===== config.mk =====
export PLATFORM = sky130hd
export DESIGN_NAME = strout_top
export DESIGN_NICKNAME = d
export VERILOG_FILES = /design/src/rtl/strout_pkg.sv /design/src/rtl/strout_dp.sv /design/src/rtl/strout_ctrl.sv /design/src/rtl/strout_top.sv
export SDC_FILE = /design/constraint.sdc
export NUM_CORES = 1
export LEC_CHECK = 0
export BUFFER_PORTS_ARGS = -buffer_cell sky130_fd_sc_hd__buf_4
export CAP_MARGIN = 20
export CORE_ASPECT_RATIO = 1.5
export CORE_MARGIN = 1
export CORE_UTILIZATION = 40
export DETAILED_ROUTE_END_ITERATION = 8
export GPL_TIMING_DRIVEN = 1
export PLACE_DENSITY = 0.76
export SYNTH_ARGS = -nofsm -noshare
export SYNTH_HDL_FRONTEND = slang
export SYNTH_HIERARCHICAL = 1
export SYNTH_SLANG_ARGS = --single-unit

===== constraint.sdc =====
create_clock -name clk -period 8 [get_ports clk]
set_clock_uncertainty 0.1 [all_clocks]
set_input_delay 2.4 -clock clk [delete_from_list [all_inputs] [get_ports clk]]
set_output_delay 2.4 -clock clk [all_outputs]
set_load 0.05 [all_outputs]

===== src/rtl/strout_pkg.sv =====
package strout_pkg;

  typedef enum logic [1:0] {
    SZ_BYTE  = 2'd0,
    SZ_WORD  = 2'd1,
    SZ_DWORD = 2'd2
  } elemSize_t;

  typedef struct packed {
    logic load;     // latch the start command
    logic capture;  // latch returned read data
    logic step;     // advance index and count
  } dpCtl_t;

  localparam logic [7:0] OPC_BYTE = 8'h6E;

endpackage


===== src/rtl/strout_dp.sv =====
module strout_dp
  import strout_pkg::*;
#(
  parameter int ADDR_W  = 32,
  parameter int DATA_W  = 32,
  parameter int PORT_W  = 16,
  parameter int SHORT_W = 16
) (
  input  logic              clk,
  input  logic              rstN,
  input  dpCtl_t            ctl,
  input  logic [7:0]        opcode,
  input  logic              opSize32,
  input  logic              addr32,
  input  logic              dirDown,
  input  logic              repeatEn,
  input  logic [ADDR_W-1:0] countIn,
  input  logic [ADDR_W-1:0] indexIn,
  input  logic [PORT_W-1:0] portNum,
  input  logic [DATA_W-1:0] memRdData,
  output logic [ADDR_W-1:0] memAddr,
  output logic [PORT_W-1:0] ioPort,
  output logic [DATA_W-1:0] ioData,
  output logic [1:0]        ioSize,
  output logic [ADDR_W-1:0] indexOut,
  output logic [ADDR_W-1:0] countOut,
  output logic              startSkip,
  output logic              lastElem
);

  localparam int HIGH_W = ADDR_W - SHORT_W;

  logic [ADDR_W-1:0] idxQ, cntQ;
  logic [DATA_W-1:0] dataQ;
  logic [PORT_W-1:0] portQ;
  elemSize_t         sizeQ, sizeD;
  logic              wideQ, downQ, repQ;

  logic [ADDR_W-1:0] stepAmt, idxRaw, cntRaw, idxNext, cntNext;

  // Short mode keeps the upper part of the old value.
  function automatic logic [ADDR_W-1:0] mergeShort(
    input logic [ADDR_W-1:0] oldV,
    input logic [ADDR_W-1:0] newV,
    input logic              wide
  );
    if (wide) return newV;
    return {oldV[ADDR_W-1:SHORT_W], newV[SHORT_W-1:0]};
  endfunction

  always_comb begin
    if (opcode == OPC_BYTE)  sizeD = SZ_BYTE;
    else if (opSize32)       sizeD = SZ_DWORD;
    else                     sizeD = SZ_WORD;
  end

  assign startSkip = repeatEn &&
                     (addr32 ? (countIn == '0) : (countIn[SHORT_W-1:0] == '0));

  assign stepAmt = ADDR_W'(1) << sizeQ;
  assign idxRaw  = downQ ? (idxQ - stepAmt) : (idxQ + stepAmt);
  assign cntRaw  = cntQ - ADDR_W'(1);
  assign idxNext = mergeShort(idxQ, idxRaw, wideQ);
  assign cntNext = mergeShort(cntQ, cntRaw, wideQ);

  assign lastElem = !repQ ||
                    (wideQ ? (cntQ == ADDR_W'(1))
                           : (cntQ[SHORT_W-1:0] == SHORT_W'(1)));

  always_ff @(posedge clk or negedge rstN) begin
    if (!rstN) begin
      idxQ  <= '0;
      cntQ  <= '0;
      dataQ <= '0;
      portQ <= '0;
      sizeQ <= SZ_BYTE;
      wideQ <= 1'b0;
      downQ <= 1'b0;
      repQ  <= 1'b0;
    end else begin
      if (ctl.load) begin
        idxQ  <= indexIn;
        cntQ  <= countIn;
        portQ <= portNum;
        sizeQ <= sizeD;
        wideQ <= addr32;
        downQ <= dirDown;
        repQ  <= repeatEn;
      end
      if (ctl.capture) dataQ <= memRdData;
      if (ctl.step) begin
        idxQ <= idxNext;
        if (repQ) cntQ <= cntNext;
      end
    end
  end

  // Address generation: wide mode or zero-extended low half.
  generate
    if (HIGH_W > 0) begin : g_addrShort
      assign memAddr = wideQ ? idxQ : {{HIGH_W{1'b0}}, idxQ[SHORT_W-1:0]};
    end else begin : g_addrFull
      assign memAddr = idxQ;
    end
  endgenerate

  always_comb begin
    ioData = '0;
    case (sizeQ)
      SZ_BYTE:  ioData[7:0]  = dataQ[7:0];
      SZ_WORD:  ioData[15:0] = dataQ[15:0];
      default:  ioData       = dataQ;
    endcase
  end

  assign ioPort   = portQ;
  assign ioSize   = sizeQ;
  assign indexOut = idxQ;
  assign countOut = cntQ;

endmodule


===== src/rtl/strout_ctrl.sv =====
module strout_ctrl
  import strout_pkg::*;
(
  input  logic   clk,
  input  logic   rstN,
  input  logic   start,
  input  logic   startSkip,
  input  logic   lastElem,
  input  logic   memRdValid,
  input  logic   ioAck,
  output dpCtl_t ctl,
  output logic   memRdReq,
  output logic   ioWrReq,
  output logic   busy,
  output logic   done
);

  typedef enum logic [1:0] {
    ST_IDLE  = 2'd0,
    ST_READ  = 2'd1,
    ST_WRITE = 2'd2,
    ST_FIN   = 2'd3
  } state_t;

  state_t stateQ, stateD;

  always_comb begin
    stateD = stateQ;
    case (stateQ)
      ST_IDLE:  if (start)      stateD = startSkip ? ST_FIN : ST_READ;
      ST_READ:  if (memRdValid) stateD = ST_WRITE;
      ST_WRITE: if (ioAck)      stateD = lastElem ? ST_FIN : ST_READ;
      default:                  stateD = ST_IDLE;
    endcase
  end

  always_ff @(posedge clk or negedge rstN) begin
    if (!rstN) stateQ <= ST_IDLE;
    else       stateQ <= stateD;
  end

  assign ctl.load    = (stateQ == ST_IDLE)  && start;
  assign ctl.capture = (stateQ == ST_READ)  && memRdValid;
  assign ctl.step    = (stateQ == ST_WRITE) && ioAck;

  assign memRdReq = (stateQ == ST_READ);
  assign ioWrReq  = (stateQ == ST_WRITE);
  assign busy     = (stateQ != ST_IDLE);
  assign done     = (stateQ == ST_FIN);

endmodule


===== src/rtl/strout_top.sv =====
module strout_top
  import strout_pkg::*;
#(
  parameter int ADDR_W = 32,
  parameter int DATA_W = 32,
  parameter int PORT_W = 16
) (
  input  logic              clk,
  input  logic              rstN,
  input  logic              start,
  input  logic [7:0]        opcode,
  input  logic              opSize32,
  input  logic              addr32,
  input  logic              dirDown,
  input  logic              repeatEn,
  input  logic [ADDR_W-1:0] countIn,
  input  logic [ADDR_W-1:0] indexIn,
  input  logic [PORT_W-1:0] portNum,
  output logic              memRdReq,
  output logic [ADDR_W-1:0] memAddr,
  input  logic              memRdValid,
  input  logic [DATA_W-1:0] memRdData,
  output logic              ioWrReq,
  output logic [PORT_W-1:0] ioPort,
  output logic [DATA_W-1:0] ioData,
  output logic [1:0]        ioSize,
  input  logic              ioAck,
  output logic              busy,
  output logic              done,
  output logic [ADDR_W-1:0] indexOut,
  output logic [ADDR_W-1:0] countOut
);

  dpCtl_t ctl;
  logic   startSkip, lastElem;

  strout_ctrl u_ctrl (
    .clk        (clk),
    .rstN       (rstN),
    .start      (start),
    .startSkip  (startSkip),
    .lastElem   (lastElem),
    .memRdValid (memRdValid),
    .ioAck      (ioAck),
    .ctl        (ctl),
    .memRdReq   (memRdReq),
    .ioWrReq    (ioWrReq),
    .busy       (busy),
    .done       (done)
  );

  strout_dp #(
    .ADDR_W (ADDR_W),
    .DATA_W (DATA_W),
    .PORT_W (PORT_W)
  ) u_dp (
    .clk       (clk),
    .rstN      (rstN),
    .ctl       (ctl),
    .opcode    (opcode),
    .opSize32  (opSize32),
    .addr32    (addr32),
    .dirDown   (dirDown),
    .repeatEn  (repeatEn),
    .countIn   (countIn),
    .indexIn   (indexIn),
    .portNum   (portNum),
    .memRdData (memRdData),
    .memAddr   (memAddr),
    .ioPort    (ioPort),
    .ioData    (ioData),
    .ioSize    (ioSize),
    .indexOut  (indexOut),
    .countOut  (countOut),
    .startSkip (startSkip),
    .lastElem  (lastElem)
  );

endmodule


# Word level (Yosys, flattened, before mapping)
# Cells that the tools add are included.
# word_totals
register_bits	119
latch_bits	0
ramBits	0
rom_bits	0
output_inout_bits	150
elab_cells	66
memories	0
# op_classes
n_addsub	3
multipliers	0
div	0
n_lt_le_gt_ge	0
eq_ne	12
shifts	1
mux	24
bitwise	0
n_reduce_logical	15
# op_table
operator	count
two-way mux 32 bit	11
adder 32 bit	1
== test 32 x 1 -> 1 bit (second input constant)	1
zero test 32 bit	1
<< shifter 1 x 2 -> 32 bit (first input constant)	1
subtractor 32 x 1 -> 32 bit (second input constant)	1
subtractor 32 bit	1
== test 16 x 1 -> 1 bit (second input constant)	1
zero test 16 bit	1
two-way mux 16 bit	1
two-way mux 2 bit	7
== test 8 x 7 -> 1 bit (second input constant)	1
two-way mux 8 bit	1
inequality test 2 x 1 -> 1 bit (second input constant)	3
case mux 2 bit (3 select lines)	1
== test 2 x 1 -> 1 bit (second input constant)	2
== test 2 bit (second input constant)	2
logical AND 1 bit	4
zero test 2 bit	2
nonzero test 2 bit	2
two-way mux 1 bit	3
inequality test 3 bit (second input constant)	1
AND reduction 3 bit	1
inequality test 2 bit (second input constant)	1
other kinds (4)	4

# Logic depth before layout (Yosys ltp)
# Gate-level depths: netlist (run 1).
# depth
depth_word	6
mapped_depth	11

# Hierarchy
# Netlist (run 1), hierarchy kept.
# by_module_without_submodules
mod	instances	cells_per_inst	area_each_um2
strout_dp	1	836	7662.3
strout_ctrl	1	16	146.4

# Worst setup path before layout (run 1)
# No wires, ideal clock.
# synth_timing
path_type	reg-to-output
start	register u_dp.sizeQ[0], in the netlist u_dp/ioSize[0]
end	output ioData[10]
t_arrival_ns	1.671
t_required_ns	5.500
slack_ns	3.829
stages_incl_launch_ff	3
n_path_buf	0
cell_sequence	dfrtp_1 -> nor2_1 -> nor2b_1
# synth_via
elab_chain_cells	2
# synth_rtl
item	line_no	text
start, declared	strout_dp.sv:36	elemSize_t sizeQ, sizeD;
start signal, assigned	strout_dp.sv:85	sizeQ <= sizeD;
zero test 2 bit	strout_dp.sv:109	case (sizeQ)
two-way mux 8 bit	strout_dp.sv:109	
end, declared	strout_top.sv:25	output logic [DATA_W-1:0] ioData,
# No other way between the ends.

# Worst setup path in the final report (run 1)
# layout_timing
start	register u_dp.sizeQ[1], in the netlist u_dp/ioSize[1]
end	output ioData[10]
# The elaborated chain is that of the path after synthesis.

==> results.md, run 1 <==
* Drt pass-1 iters at 6
* Worst hold start: u_dp/dataQ[14]
* Hold Buf Count CTS at 0
* Via Count at 7450
* Cell taking the most area after synthesis: dfrtp_1
* Hold EP: u_dp/dataQ[14]
* WP data arrival at around 2 ns
* Largest net degree at the start of global routing at 65
* ANT cells at 0
* Initial Util at 40.75%
* Slew headroom at 35.65%
* IO Pins at roughly 280
* Residual DRC count at 0
* Setup repair bufs after CTS at 0
* Slew @ Worst Pin at ~0.96 ns
* Fin crit share at 56.60%
* Met2 WL at 12110 µm
* Reg2Reg Capture Point: u_dp/indexOut[29]
* GRT Overall Usage at between 20% and 30%
* Combined area of the multi-input logic cells at 0.004409 mm²
* First-pass GRT wire length at approximately 37000 µm
* Number of DRC markers in iteration 0 at 408
* FF-to-FF setup slack at 4.03 ns
* H-tree depth at 4
* CTS tree: built
* Fin crit period at ~4.5 ns
* Synth Register Bits at 119
* Synth area leaders: dfrtp_1, mux2_2, ha_1, o21ai_0, a21oi_1
* RSZ-0062 raised after global routing: false
* Post-synth EDFFs at 0
* Synthesized cell area at 0.007809 mm²
* CP Data Required Time at ~5.5 ns
* Row count at between 60 and 70
* GP Congestion at 0.9288
* Post-Route Setup TNS at 0 ns
* WL met1 at between 9000 and 10000 µm
* Commonest cells in the netlist: dfrtp_1, nand2_1, o21ai_0
* Final setup viols at 0
* Fmax at between 200 and 250 MHz
* Critical Path Start Type: flip-flop
* Crit path capture type: primary output
* Slew Limit Fails at 0
* Uppermost routed layer: met4
* Number of antenna violations at the first check in global routing at 0
* Most frequent cell after synthesis: dfrtp_1
* Distinct cells, synth at 74
* Post-Synthesis Cells at between 800 and 900
* R2R Path Start: u_dp/ioSize[1]
* Die W at 116.1 µm
* Final Hold Vio Count at 0
* Vias in the first global route at 7224
* DP HPWL at 17710 µm
* Register area share after synthesis at between 30% and 40%
* Kind of critical path: reg2out
* Worst-path clk slew at 0.06 ns
* DIE AREA at 0.02010 mm²
* CTS Buf Count at 17
* Met3 wire len at 1243 µm
* Clock Sinks at 119
* Max-cap violations at 0
* Clock buffer depth at 2
* Primary FF master, synth: dfrtp_1
* CP max FO at 24
* Top-area cell type share of the netlist area at 38.13%
* Detail Route Antenna Nets at 0
* CTS resizes at 0
* Synthesis Warnings at 6
* Worst r2r path cells at 10
* IO Port Bufs at 278
* Post-synthesis area per instance at 9.165 µm²
* Fraction of layout cells with a size suffix above 1 at 35.28%
* Die Ht at 173.1 µm
* Layout fillers at 1748
* Async SR Flop Fraction at 100.0%
* Post-layout nets at 1246
* Area Growth Syn to Fin at 34.66%
* Clk root buf: clkbuf_16
* Routed wire length at about 24000 µm
* Area of the core at 0.01916 mm²
* Wire length per cell at between 15 and 20 µm
* Total grt overflow at 0
* Hold WC Path Type: reg2reg
* Status: finished, final reports clean
* Worst Hold Depth at 1
* Synthesized net count at 1014
* Storage cell area at 0.002978 mm²
* Skew-Pair Late Insertion Delay at 0.41 ns
* Via/cell ratio at 5.506
## layout make-up
| class | count | share of cell area, % |
|---|---|---|
| Clock buffer | 19 | 4.212 |
| Inverter | 18 | 0.6426 |
| Tap cell | 256 | 3.046 |
| Timing Repair Buffer | 285 | 20.54 |
| Clock inverter | 13 | 1.309 |
| Sequential cell | 119 | 28.32 |
| Multi-Input combinational cell | 643 | 41.93 |
## cell usage in the layout, fill, tap and decap left out, drive strengths merged, types with 23 or more instances in the layout
master  synthesis  routed
dfrtp         119     119
mux2i          23      23
buf            34     285
o21ai          63      63
a21oi          59      59
inv            18      24
nor2           60      60
ha             32      32
mux2           56      56
nand2          70      70
and2           41      41
## worst max path at each step
stage / from / endpoint / depth (start not counted)
floorplan: u_dp/ioSize[0] / ioData[10] / 2
global placement: ioAck / u_dp/countOut[22] / 7
detailed placement: ioAck / u_dp/countOut[22] / 7
CTS: ioAck / u_dp/countOut[22] / 7
global route: u_dp/ioSize[1] / ioData[10] / 3
finish: u_dp/ioSize[1] / ioData[10] / 3
## critical path, stage by stage (launching register included)
cell and delay [ns]:
dfrtp_1 0.62, nor2_1 0.60, nor2b_1 0.16, buf_4 0.23
## state kept, by name (all words and copies together) (netlist names)
name and count:
u_ctrl/stateQ 2, u_dp/countOut 32, u_dp/dataQ 32, u_dp/downQ 1, u_dp/indexOut 32, u_dp/ioPort 16, u_dp/ioSize 2, u_dp/repQ 1
u_dp/wideQ 1
## stage by stage
stage	instances	worst slack, ns	util, %	hold WS (ns)	instance area (µm²)
finish	1353	3.472	54.88	0.4005	10520
global route	1353	3.252	54.88	0.4176	10520
CTS	1352	3.106	54.73	0.4026	10490
detailed placement	1320	2.678	51.70	0.3881	9907
global placement	1320	2.667	51.70	0.3823	9907
floorplan	852	3.829	-	0.3727	7809
## cells by family (layout without fill, tap and decap cells)
family                     after synthesis  count (layout)  share of synthesized area (%)
and+or+nand+nor                        278             278                          18.43
muxes                                   79              79                          11.02
DFF                                    119             119                          38.13
xor gates and xnor gates                24              24                          2.692
buffers and inverters                   90             335                          5.496
AOI/OAI and AO/OA                      229             229                          18.84
adders and majority gates               33              33                          5.384
## per-layer routing
metal	GRT usage, %	vias up
met3	3.540	58
met4	11.43	0
met2	40.65	328
met1	28.10	3505
met5	0	-
li1	-	3559
Power of run 1 is left out: the tool's default activity adds up to more than one toggle a clock period on the data nets, which glitch-free logic cannot reach.
==> inputs of run 2 (changes only) <==
==> constraint.sdc (replaced) <==
create_clock -name clk -period 4.7 [get_ports clk]
set_clock_uncertainty 0.1 [all_clocks]
set_input_delay 1.41 -clock clk [delete_from_list [all_inputs] [get_ports clk]]
set_output_delay 1.41 -clock clk [all_outputs]
set_load 0.05 [all_outputs]
==> run 2 against run 1 <==
Compared with the run above:
- critical path depth rose by 7
- routed wire length up 0.44%
- count of clock-buffer cells in the layout down 2
- first-iteration DRC count fell by 3.7%
- register-to-register slack got worse by 3.2 ns
- final area grew 0.81%
- sequential share of layout area fell by 0.23 points
- critical path type is now reg2reg
- highest routed layer unchanged
==> results.md, run 2 (same netlist as run 1, synthesis figures left out) <==
* Status: finished, final reports clean
* Setup repair bufs after CTS at 0
* Slowest stage cell on the critical path: dfrtp_1
* CP top delay family: compound AO/OA/AOI/OAI gates
* Critical Path Start Type: flip-flop
* Most used cell, CP: o31a_1
* Fmax at about 260 MHz
* Drt pass-1 iters at 5
* Layout fillers at roughly 1700
* Combined area of the multi-input logic cells at 0.004409 mm²
* Number of antenna violations at the first check in global routing at 0
* Pre-CTS setup slack at just under 0.9 ns
* Initial Util at between 40 and 50%
* CTS tree: built
* Most frequent cells in the layout: buf_4, dfrtp_1, nand2_1
* GP Congestion at just under 0.9
* Post-Route Setup TNS at 0 ns
* Grt met3 use at 4.802%
* WP data arrival at 4.08 ns
* Worst-path clk slew at 0.06 ns
* CTS Buf Count at 17
* Fraction of layout cells with a size suffix above 1 at a little over a third
* GRT busiest layer: met2
* Util after Layout at 55.32%
* Skew-Pair Late Insertion Delay at 0.42 ns
* Hold Buf Count CTS at 0
* Die W at 116.1 µm
* CP max FO at 24
* Crit path cell chain: mux2_2, ha_1, a21oi_1, nand3_1, a221oi_1, o31a_1, nor4_1, or4b_1, o31a_1, o21ai_1
* IO Pins at between 200 and 300
* H-tree depth at 4
* DP Area at about 0.01 mm²
* Design Area, Final at 0.01060 mm²
* Residual DRC count at 0
* First-pass GRT wire length at 37560 µm
* Slew headroom at around half
* Clock buffer depth at 2
* Clk root buf: clkbuf_16
* Row count at 62
* Storage cell area at 0.002978 mm²
* Crit path buffers/inverters at 0
* Fin crit share at 81.98%
* Grt met1 use at a little over a quarter
* Number of DRC markers in iteration 0 at 393
* Kind of critical path: reg2reg
* Slew Limit Fails at 0
* DIE AREA at 0.02010 mm²
* Slew @ Worst Pin at 0.7663 ns
* Final WS setup at around 0.85 ns
* Commonest non-fill, non-tap cell in the layout: buf_4
* Max-cap violations at 0
* CP Data Required Time at 4.93 ns
* Met2 usage at 42.09%
* Final Hold Vio Count at 0
* Largest net degree at the start of global routing at 66
* IO Port Bufs at 278
* Post-layout nets at 1250
* Total grt overflow at 0
* Hold WC Path Type: reg2reg
* Slowest stage delay, CP at 0.71 ns
* Via Count at 7532
* Via/cell ratio at 5.550
* Routed wire length at approximately 24000 µm
* GRT Overall Usage at 24.09%
* Die Ht at between 150 and 200 µm
* DP HPWL at 17940 µm
* Area Growth Syn to Fin at 35.75%
* CTS resizes at 0
* Vias in the first global route at about 7500
* Clock Sinks at about 120
* Final setup viols at 0
* Area of the core at approximately 0.019 mm²
* Crit path capture type: flip-flop
* Detail Route Antenna Nets at 0
* RSZ-0062 raised after global routing: false
* Fin crit period at 3.853 ns
* ANT cells at 0
* Wire length per cell at 17.49 µm
## run 2: cell count changes in the layout (fill, tap and decap cells not counted)
cell        previous run  this run
buf_12                 0         1
clkinvlp_4             1         0
inv_8                  3         2
clkbuf_1               1         0
bufinv_16              1         4
clkinv_4               4         5
buf_16                 1         0
clkbuf_8               1         0
buf_4                284       288
## run 2: worst paths after layout
| kind | start | endpoint | slack, ns | cells after the start |
|---|---|---|---|---|
| max in group asynchronous | rstN | u_dp/ioPort[9] | 2.74 | 2 |
| min in group asynchronous | rstN | u_dp/indexOut[23] | 0.94 | 1 |
| setup reg to reg | u_dp/ioSize[1] | u_dp/indexOut[31] | 0.85 | 10 |
| hold reg to reg | u_dp/countOut[13] | u_dp/countOut[13] | 0.40 | 2 |
| hold / removal | u_dp/countOut[13] | u_dp/countOut[13] | 0.40 | 2 |
| setup / recovery | u_dp/ioSize[1] | u_dp/indexOut[31] | 0.85 | 10 |
## run 2: final cells by class
type / count / area share (%)
multi-input combinational: 643 / 41.60
sequential: 119 / 28.09
timing repair buffer: 289 / 20.59
clock buffer: 17 / 4.013
tap: 256 / 3.022
clock inverter: 15 / 2.054
inverter: 18 / 0.6374
## run 2: worst min-delay path: cells and delay by family, from the launching register on
family           cells  cell delay [ns]
DFF                  1             0.36
and+or+nand+nor      2             0.10
## run 2: per-stage QoR
| step | hold WS [ns] | cells |
|---|---|---|
| after detailed placement | 0.3854 | 1325 |
| after CTS | 0.3995 | 1357 |
| after floorplan | 0.3727 | 852 |
| final | 0.3986 | 1357 |
| after global routing | 0.4042 | 1357 |
| after global placement | 0.3799 | 1325 |
## run 2: routing by layer
metal / part of all wire, % / routed length (µm)
met3: 5.6 / 1320
met2: 51 / 12150
met5: 0 / 0
met4: 3.9 / 925
met1: 39 / 9344
Power of run 2 is left out for the same reason.
==> inputs of run 3 (changes only) <==
==> constraint.sdc (replaced) <==
create_clock -name clk -period 3.55 [get_ports clk]
set_clock_uncertainty 0.1 [all_clocks]
set_input_delay 1.065 -clock clk [delete_from_list [all_inputs] [get_ports clk]]
set_output_delay 1.065 -clock clk [all_outputs]
set_load 0.05 [all_outputs]
==> run 3 against run 2 <==
Compared with the run above:
- setup slack got worse by 0.63 ns
- critical path depth increased by 1
- routed wire length shrank 0.41%
- critical path type unchanged
==> results.md, run 3 (same netlist as run 1, synthesis figures left out) <==
* Clk root buf: clkbuf_16
* Worst-path clk slew at around 0.06 ns
* Fraction of layout cells with a size suffix above 1 at between 30% and 40%
* CTS tree: built
* Drt pass-1 iters at 5
* Detail Route Antenna Nets at 0
* Largest net degree at the start of global routing at 57
* DIE AREA at 0.02010 mm²
* Fin crit period at 3.332 ns
* Slew Limit Fails at 0
* Critical Path Start Type: flip-flop
* Commonest non-fill, non-tap cell in the layout: buf_4
* Critical Path End: u_dp/indexOut[31]
* Slew headroom at 30.42%
* Total grt overflow at 0
* RSZ-0062 raised after global routing: false
* Final WS setup at about 0.22 ns
* Die W at around 120 µm
* DP HPWL at approximately 18000 µm
* Wire length per cell at between 15 and 20 µm
* Worst-case hold slack at between 0.3 and 0.4 ns
* Area Growth Syn to Fin at 35.68%
* Worst hold start: u_dp/dataQ[14]
* CP Data Required Time at 3.79 ns
* Post-Route Setup TNS at 0 ns
* Residual DRC count at 0
* Worst r2r path cells at 11
* Max-cap violations at 0
* H-tree depth at 4
* Pre-CTS setup slack at 0.2988 ns
* GRT Overall Usage at 24.04%
* Clock buffer depth at 2
* Initial Util at 40.75%
* Kind of critical path: reg2reg
* Most frequent cells in the layout: buf_4, dfrtp_1, nand2_1
* Skew-Pair Late Insertion Delay at 0.42 ns
* IO Port Bufs at about 280
* Number of DRC markers in iteration 0 at approximately 420
* IO Pins at roughly 280
* Row count at between 60 and 70
* GP Congestion at 0.9285
* Hold Buf Count CTS at 0
* Slew @ Worst Pin at 1.040 ns
* WP data arrival at 3.57 ns
* Hold WC Path Type: reg2reg
* Status: finished, final reports clean
* Util after Layout at 55.30%
* Setup repair bufs after CTS at 0
* Routed wire length at between 20000 and 25000 µm
* FF-to-FF setup slack at 0.22 ns
* Fmax at between 300 and 400 MHz
* Number of antenna violations at the first check in global routing at 0
* Clock Sinks at 119
* R2R Path Start: u_dp/ioSize[0]
* Via/cell ratio at 5.560
* Die Ht at 173.1 µm
* Post-layout nets at 1258
* ANT cells at 0
* Final Hold Vio Count at 0
* Via Count at between 7000 and 8000
* Area of the core at 0.01916 mm²
* Vias in the first global route at ~7500
* Fin crit share at 93.85%
* CP max FO at 7
* Reg2Reg Capture Point: u_dp/indexOut[31]
* CTS Buf Count at 17
* Final setup viols at 0
* Crit path capture type: flip-flop
* Crit. Startpoint: u_dp/ioSize[0]
* First-pass GRT wire length at between 30000 and 40000 µm
==> run 3: cell types whose count changed in the layout (fill, tap and decap cells not counted), moves of 2 or more <==
cell / previous run / this run
buf_4: 288 / 296
bufinv_16: 4 / 1
clkinv_4: 5 / 3
clkinvlp_4: 0 / 3
inv_6: 3 / 5
==> run 3: worst min path at each step <==
stage,to,slack (ns),cells past startpoint
6_report,u_dp/dataQ[14],0.40,1
5_1_grt,u_dp/dataQ[24],0.41,1
4_1_cts,u_dp/dataQ[13],0.40,1
3_5_place_dp,u_dp/dataQ[13],0.39,1
3_3_place_gp,u_dp/countOut[13],0.38,2
2_1_floorplan,u_dp/dataQ[10],0.37,1
==> run 3: layout make-up <==
| cell class | count | area [µm²] |
|---|---|---|
| flip-flops and latches | 119 | 2978 |
| clock inverters | 14 | 138.9 |
| multi-input cells | 643 | 4409 |
| inverters | 18 | 67.56 |
| well taps | 256 | 320.3 |
| repair buffers | 297 | 2242 |
| clock buffers | 18 | 439.2 |
| fillers | 1703 | 8566 |
==> run 3: critical path: stages (launching register included) <==
cell       delay [ns]
dfrtp_1          0.45
a21boi_0         0.13
ha_1             0.38
o21ai_1          0.11
a2111oi_0        0.46
a221oi_1         0.14
buf_4            0.18
o31a_1           0.34
nor4_1           0.45
nor2_1           0.08
o31a_1           0.30
o21ai_1          0.12
==> run 3: metal layers <==
layer  wire length (µm)  track usage (%)  share of wire [%]  up-vias
li1                   -                -                  -     3587
met4                932            12.55                3.9        0
met5                  0                0                  0        -
met1               8991            27.18                 38     3571
met2              12220            42.14                 52      369
met3               1501            4.381                6.3       63
==> run 3: through the flow <==
step | std cells | cell area (µm²)
floorplan | 852 | 7809
global placement | 1333 | 10020
detailed placement | 1333 | 10020
CTS | 1365 | 10600
global route | 1365 | 10600
finish | 1365 | 10600
==> run 3: timing repair <==
item / in CTS / in global routing
setup endpoints to repair: 0 / 1
hold endpoints to repair: 0 / 0
resized for setup: 0 / 1
Power of run 3 is left out for the same reason.
